**config.mk**
```make
export PLATFORM = sky130hd
export DESIGN_NAME = cond_alu_stage
export DESIGN_NICKNAME = d
export VERILOG_FILES = /design/src/rtl/alu_pkg.sv /design/src/rtl/cond_eval.sv /design/src/rtl/alu_core.sv /design/src/rtl/cond_alu_stage.sv
export SDC_FILE = /design/constraint.sdc
export NUM_CORES = 1
export LEC_CHECK = 0
export ABC_AREA = 1
export BUFFER_PORTS_ARGS = -buffer_cell sky130_fd_sc_hd__buf_2
export CORE_MARGIN = 5
export CORE_UTILIZATION = 58
export CTS_BUF_LIST = sky130_fd_sc_hd__clkbuf_8
export DETAILED_ROUTE_END_ITERATION = 7
export PLACE_DENSITY = 0.88
export SETUP_SLACK_MARGIN = 0.4
export SYNTH_ARGS = -nofsm -noshare
export SYNTH_HDL_FRONTEND = slang
export SYNTH_SLANG_ARGS = --single-unit
```
**constraint.sdc**
```tcl
create_clock -name clk -period 3.8 [get_ports clk]
set_clock_uncertainty 0.15 [all_clocks]
set_input_delay 0.38 -clock clk [delete_from_list [all_inputs] [get_ports clk]]
set_output_delay 0.38 -clock clk [all_outputs]
set_load 0.005 [all_outputs]
```
**src/rtl/alu_pkg.sv**
```systemverilog
package alu_pkg;
  typedef struct packed {
    logic n;
    logic z;
    logic c;
    logic v;
  } flags_t;

  typedef enum logic [3:0] {
    OP_AND = 4'd0,  OP_XOR = 4'd1,  OP_SUB = 4'd2,  OP_RSUB = 4'd3,
    OP_ADD = 4'd4,  OP_ADDC = 4'd5, OP_SUBC = 4'd6, OP_RSUBC = 4'd7,
    OP_TAND = 4'd8, OP_TXOR = 4'd9, OP_TSUB = 4'd10, OP_TADD = 4'd11,
    OP_OR  = 4'd12, OP_MOVE = 4'd13, OP_CLR = 4'd14, OP_NOT = 4'd15
  } alu_op_e;

  localparam int COND_LSB = 28;
  localparam int OPC_LSB  = 21;
  localparam int SETF_BIT = 20;
endpackage

```
**src/rtl/cond_eval.sv**
```systemverilog
module cond_eval
  import alu_pkg::*;
(
  input  logic [3:0] code,
  input  flags_t     fl,
  output logic       pass
);
  logic base;

  always_comb begin
    unique case (code[3:1])
      3'd0: base = fl.z;
      3'd1: base = fl.c;
      3'd2: base = fl.n;
      3'd3: base = fl.v;
      3'd4: base = fl.c & ~fl.z;
      3'd5: base = ~(fl.n ^ fl.v);
      3'd6: base = ~fl.z & ~(fl.n ^ fl.v);
      default: base = 1'b1;
    endcase
    // odd codes are the complement of the even one below them
    pass = base ^ code[0];
  end

  // the always code must pass, the never code must not
  always_comb begin
    a_r4_always_never : assert (!(code == 4'hE && !pass) && !(code == 4'hF && pass))
      else $error("condition 14/15 misdecoded");
  end
endmodule

```
**src/rtl/alu_core.sv**
```systemverilog
module alu_core
  import alu_pkg::*;
#(
  parameter int W = 32
)(
  input  alu_op_e      op,
  input  logic [W-1:0] a,
  input  logic [W-1:0] b,
  input  flags_t       fl,
  input  logic         shift_cout,
  output logic [W-1:0] res,
  output flags_t       fl_new,
  output logic         flag_only
);
  localparam int MSB = W - 1;

  logic         arith;
  logic [W-1:0] add_x, add_y, logic_res;
  logic         add_cin;
  logic [W:0]   sum;
  logic         ovf;

  // operand steering: every subtract form becomes x + ~y + cin
  always_comb begin
    add_x   = a;
    add_y   = b;
    add_cin = 1'b0;
    arith   = 1'b1;
    unique case (op)
      OP_SUB, OP_TSUB: begin add_y = ~b; add_cin = 1'b1; end
      OP_RSUB:         begin add_x = b; add_y = ~a; add_cin = 1'b1; end
      OP_ADD, OP_TADD: add_cin = 1'b0;
      OP_ADDC:         add_cin = fl.c;
      OP_SUBC:         begin add_y = ~b; add_cin = fl.c; end
      OP_RSUBC:        begin add_x = b; add_y = ~a; add_cin = fl.c; end
      default:         arith = 1'b0;
    endcase
  end

  assign sum = {1'b0, add_x} + {1'b0, add_y} + {{W{1'b0}}, add_cin};
  assign ovf = (add_x[MSB] == add_y[MSB]) && (sum[MSB] != add_x[MSB]);

  always_comb begin
    unique case (op)
      OP_AND, OP_TAND: logic_res = a & b;
      OP_XOR, OP_TXOR: logic_res = a ^ b;
      OP_OR:           logic_res = a | b;
      OP_MOVE:         logic_res = b;
      OP_CLR:          logic_res = a & ~b;
      OP_NOT:          logic_res = ~b;
      default:         logic_res = '0;
    endcase
  end

  assign res       = arith ? sum[MSB:0] : logic_res;
  assign flag_only = (op == OP_TAND) || (op == OP_TXOR) || (op == OP_TSUB) || (op == OP_TADD);

  always_comb begin
    fl_new.n = res[MSB];
    fl_new.z = (res == '0);
    fl_new.c = arith ? sum[W] : shift_cout;
    fl_new.v = arith ? ovf : fl.v;
  end

  // a logical op never alters V
  always_comb begin
    a_r8_logic_keeps_v : assert (arith || fl_new.v == fl.v)
      else $error("logical op changed V");
  end
endmodule

```
**src/rtl/cond_alu_stage.sv**
```systemverilog
module cond_alu_stage
  import alu_pkg::*;
#(
  parameter int W = 32
)(
  input  logic         clk,
  input  logic         rst,
  input  logic [31:0]  instr,
  input  logic [W-1:0] op_a,
  input  logic [W-1:0] op_b,
  input  logic         shift_cout,
  input  logic [3:0]   flags_in,
  output logic [W-1:0] result,
  output logic         wr_en,
  output logic [3:0]   flags_out
);
  flags_t       fl_cur, fl_calc;
  logic         pass, flag_only, set_flags;
  logic [W-1:0] alu_res;

  assign fl_cur    = flags_t'(flags_in);
  assign set_flags = instr[SETF_BIT];

  cond_eval u_cond (
    .code (instr[COND_LSB +: 4]),
    .fl   (fl_cur),
    .pass (pass)
  );

  alu_core #(.W(W)) u_alu (
    .op         (alu_op_e'(instr[OPC_LSB +: 4])),
    .a          (op_a),
    .b          (op_b),
    .fl         (fl_cur),
    .shift_cout (shift_cout),
    .res        (alu_res),
    .fl_new     (fl_calc),
    .flag_only  (flag_only)
  );

  always_ff @(posedge clk) begin
    if (rst) begin
      result    <= '0;
      wr_en     <= 1'b0;
      flags_out <= '0;
    end else begin
      result    <= alu_res;
      wr_en     <= pass & ~flag_only;
      flags_out <= (pass & set_flags) ? fl_calc : fl_cur;
    end
  end

  // compare/test opcodes never write
  a_r9_test_no_write : assert property (@(posedge clk) disable iff (rst)
    (instr[24:23] == 2'b10) |=> !wr_en);

  // failed condition holds flags and blocks the write
  a_r10_fail_holds : assert property (@(posedge clk) disable iff (rst)
    !pass |=> (!wr_en && flags_out == $past(flags_in)));

  // set-flags bit low keeps the flags
  a_r11_nos_holds : assert property (@(posedge clk) disable iff (rst)
    !instr[SETF_BIT] |=> flags_out == $past(flags_in));

  // never-condition blocks the write
  a_r4_never_no_write : assert property (@(posedge clk) disable iff (rst)
    (instr[31:28] == 4'hF) |=> !wr_en);
endmodule

```
==> impl_results.md <==
- Post-DRT Antenna Nets: 0
- Number of global-route vias before repair: 7900
- Non-filler cells, final: 1546
- Internal power: 0.00111 W
- Net Switching: 0.00111 W
- Slew @ Worst Pin: 0.792 ns
- Hold EP: flags_out[2]
- Commonest cells after routing, fill and taps aside: 405 x nand2_1, 210 x inv_1, 114 x buf_2
- TNS Setup: 0 ns
- Period utilization: 88.5%
- Area delta synth->final: 20.7%
- CP Launch Type: primary input
- CTS clk-pin slew, worst paths: 0.08 ns
- Largest cells by area after synthesis: nand2_1 23%, inv_1 12%, ha_1 11%, dfxtp_1 11%, nor2_1 6.2%
- Relative slew slack: 47.2%
- Maximum clock rate: 297 MHz
- Final GP Congestion: 1.03
- Crit path max-delay cell type: fa_2
- Ys flop type: dfxtp_1
- Syn Area/Cell: 5.38 sq um
- Largest net degree at the start of global routing: 45
- Clock sink count: 37
- Synthesized area: 0.00690 sq mm
- Root Driver: clkbuf_8
- Logic pwr share: 65.8%
- Vias per Instance: 6.06
- Hold Vio Cnt, Final: 0
- Die width: 119 um
- Ratio of cells with drive above 1 in the final layout: 20.5%
- Clock Tree Buf Depth: 2
- WS Path Type: in -> reg
- Largest area contributor in the netlist: nand2_1
- PD cells: 266 mW/mm^2
- RSZ-0062 raised after global routing: true
- Top Ports: 140
- Nature of the critical path endpoint: flip-flop
- Die area: 0.0142 sq mm
- Initial antenna violation count: 0
- Initial drt markers: 1550
- Cts hold-fix bufs: 0
- Final net count: 1570
- Pleak: 4.53 nW
- Seq/Total Area, Yosys: 10.7%
- Post-layout min period: 3.36 ns
- Worst hold margin: 0.207 ns
- Buf/Inv on CP: 4
- Max Cap Viol: 0
- Status: complete, no violations
- Sequential Area: 741 sq um
- WL per Instance: 16.9 um
- Post-synth EDFFs: 0
- Netlist cell types: 43
- Top cell type's share of synthesized area: 22.8%
- Syn_nets: 1451
- Filler Cell Count: 951
- HP Class: in -> reg
- Die height: 119 um
- Fin util: 72.3%
- Layout Cell Area excl Fill: 0.00832 sq mm
- Clock power share: 14.1%
- Cts bufs inserted: 5
- DRT Pass-1 Iters: 7
- Port Buffer Count: 116
- Placed cells: 1529
- Global route overflow: 0
- Most common cell after layout, fill and taps aside: nand2_1
- Dpl hpwl: 18900 um
- Reg power frac: 20.0%
- Maximum fanout along the worst path: 12
- Final wirelength: 26100 um
- # DRC: 0
- Hold Startpoint: flags_in[2]
- Crit path largest cell delay: 0.44 ns
- Worst Path Required: 3.88 ns
- Post-Syn Instances: 1283
- YS warnings: 0
- CTS H-Tree Depth: 2
- Area taken by multi-input logic gates: 0.00548 sq mm
- Async SR Flop Fraction: 0%
- Via count: 9363
- Antenna cell count: 0
- Max Slew Vio Count: 0
- GRT Total Usage: 32.7%
- Global-route wire length before repair: 38300 um
- Hold path depth: 3
- Peak VDD IR: 0.152 mV
- Final setup viols: 0
- Sw Share: 50.0%
- Critical Path AT: 3.44 ns
- Crit-path leading delay family: simple AND/OR/NAND/NOR gates
- FF+latch count, synth: 37
- CTS tree: built
- Core area: 0.0115 sq mm
- FP Rows: 39
- Placed cell area: 0.00772 sq mm
- Critical path cell sequence: clkbuf_4 -> inv_2 -> nand2_2 -> nor2_4 -> inv_6 -> clkbuf_16 -> a31o_2 -> fa_2 -> nand2_1 -> nand2_1 -> nand3_1 -> nand2_2 -> o21ai_0 -> a21oi_1 -> nor2_2 -> nand2_1 -> nor2_2 -> nand3_1 -> nor2_1 -> nand3_1 -> a21oi_1
- Initial core utilization: 59.9%
## cell usage after synthesis (2+ instances only)
master / number
a211oi_1: 8
a21oi_1: 67
a31o_2: 31
a31oi_1: 2
and2_1: 8
buf_1: 4
buf_2: 7
buf_4: 3
buf_6: 5
clkbuf_1: 24
dfxtp_1: 37
fa_1: 2
ha_1: 63
inv_1: 212
inv_2: 4
nand2_1: 418
nand2_2: 4
nand3_1: 72
nand3b_1: 4
nand4_1: 28
nor2_1: 114
nor3_1: 10
nor4_1: 2
o2111ai_1: 3
o211ai_1: 10
o21ai_0: 77
o21ai_1: 6
o22ai_1: 36
or2_2: 2
xor2_1: 7
## worst min-delay path, stage by stage
cell     delay [ns]
buf_2          0.12
nand2_1        0.06
a21oi_1        0.05
## through the flow
stage,setup WS (ns),total power [W]
after CTS,0.449,0.00200
after global routing,0.269,0.00236
after global placement,0.101,0.00168
final,0.436,0.00221
after floorplan,0.431,0.00128
after detailed placement,-0.00988,0.00171
## metal layers
metal  global-route usage, %  wire, um  vias up
met5                       0         0        -
met2                    49.7     11000      726
met1                    44.9     10100     4114
met3                    8.20      3920      115
li1                        -         -     4408
met4                    11.5      1100        0
## cells by family (layout without fill, tap and decap cells)
logic type / after synthesis / after routing / synth area share [%]
XOR/XNOR: 7 / 7 / 0.889
AND/OR/NAND/NOR: 666 / 666 / 39.8
flip-flops: 37 / 37 / 10.7
adder cells (fa/ha/maj): 65 / 65 / 12.0
buffers and inverters: 261 / 381 / 15.1
AO/OA/AOI/OAI: 247 / 247 / 21.4
## final cells by class
class / instances / share of cell area [%]
clock inverters: 3 / 0.210
multi-input cells: 985 / 65.9
well taps: 143 / 2.15
inverters: 218 / 9.95
flip-flops and latches: 37 / 8.90
clock buffers: 5 / 0.827
repair buffers: 155 / 12.1
## power by group through the flow
stage	combinational [W]	sequential (W)	clock, W
2_1_floorplan	0.000820	0.000461	0
3_3_place_gp	0.00123	0.000451	0
3_5_place_dp	0.00125	0.000453	0
4_1_cts	0.00126	0.000444	0.000300
5_1_grt	0.00159	0.000448	0.000325
6_report	0.00146	0.000443	0.000312
## state kept, by name (all words and copies together), names as in the netlist
| register | count |
|---|---|
| result | 32 |
| wr_en | 1 |
| flags_out | 4 |
## worst max path at each step
stage | endpoint | cells after the start | slack [ns] | from
6_report | flags_out[2] | 21 | 0.44 | instr[21]
5_1_grt | flags_out[2] | 22 | 0.27 | instr[21]
4_1_cts | flags_out[2] | 22 | 0.45 | instr[21]
3_5_place_dp | flags_out[2] | 23 | -0.01 | instr[21]
3_3_place_gp | flags_out[2] | 23 | 0.10 | instr[21]
2_1_floorplan | flags_out[2] | 24 | 0.43 | instr[22]
## what timing repair did
action,4_1_cts,5_1_grt
gates cloned,0,4
buffers inserted,0,5
setup endpoints to repair,1,2
gates resized for setup,3,96
pin swaps,1,14
No activity file was read; power rests on OpenSTA's default activity.
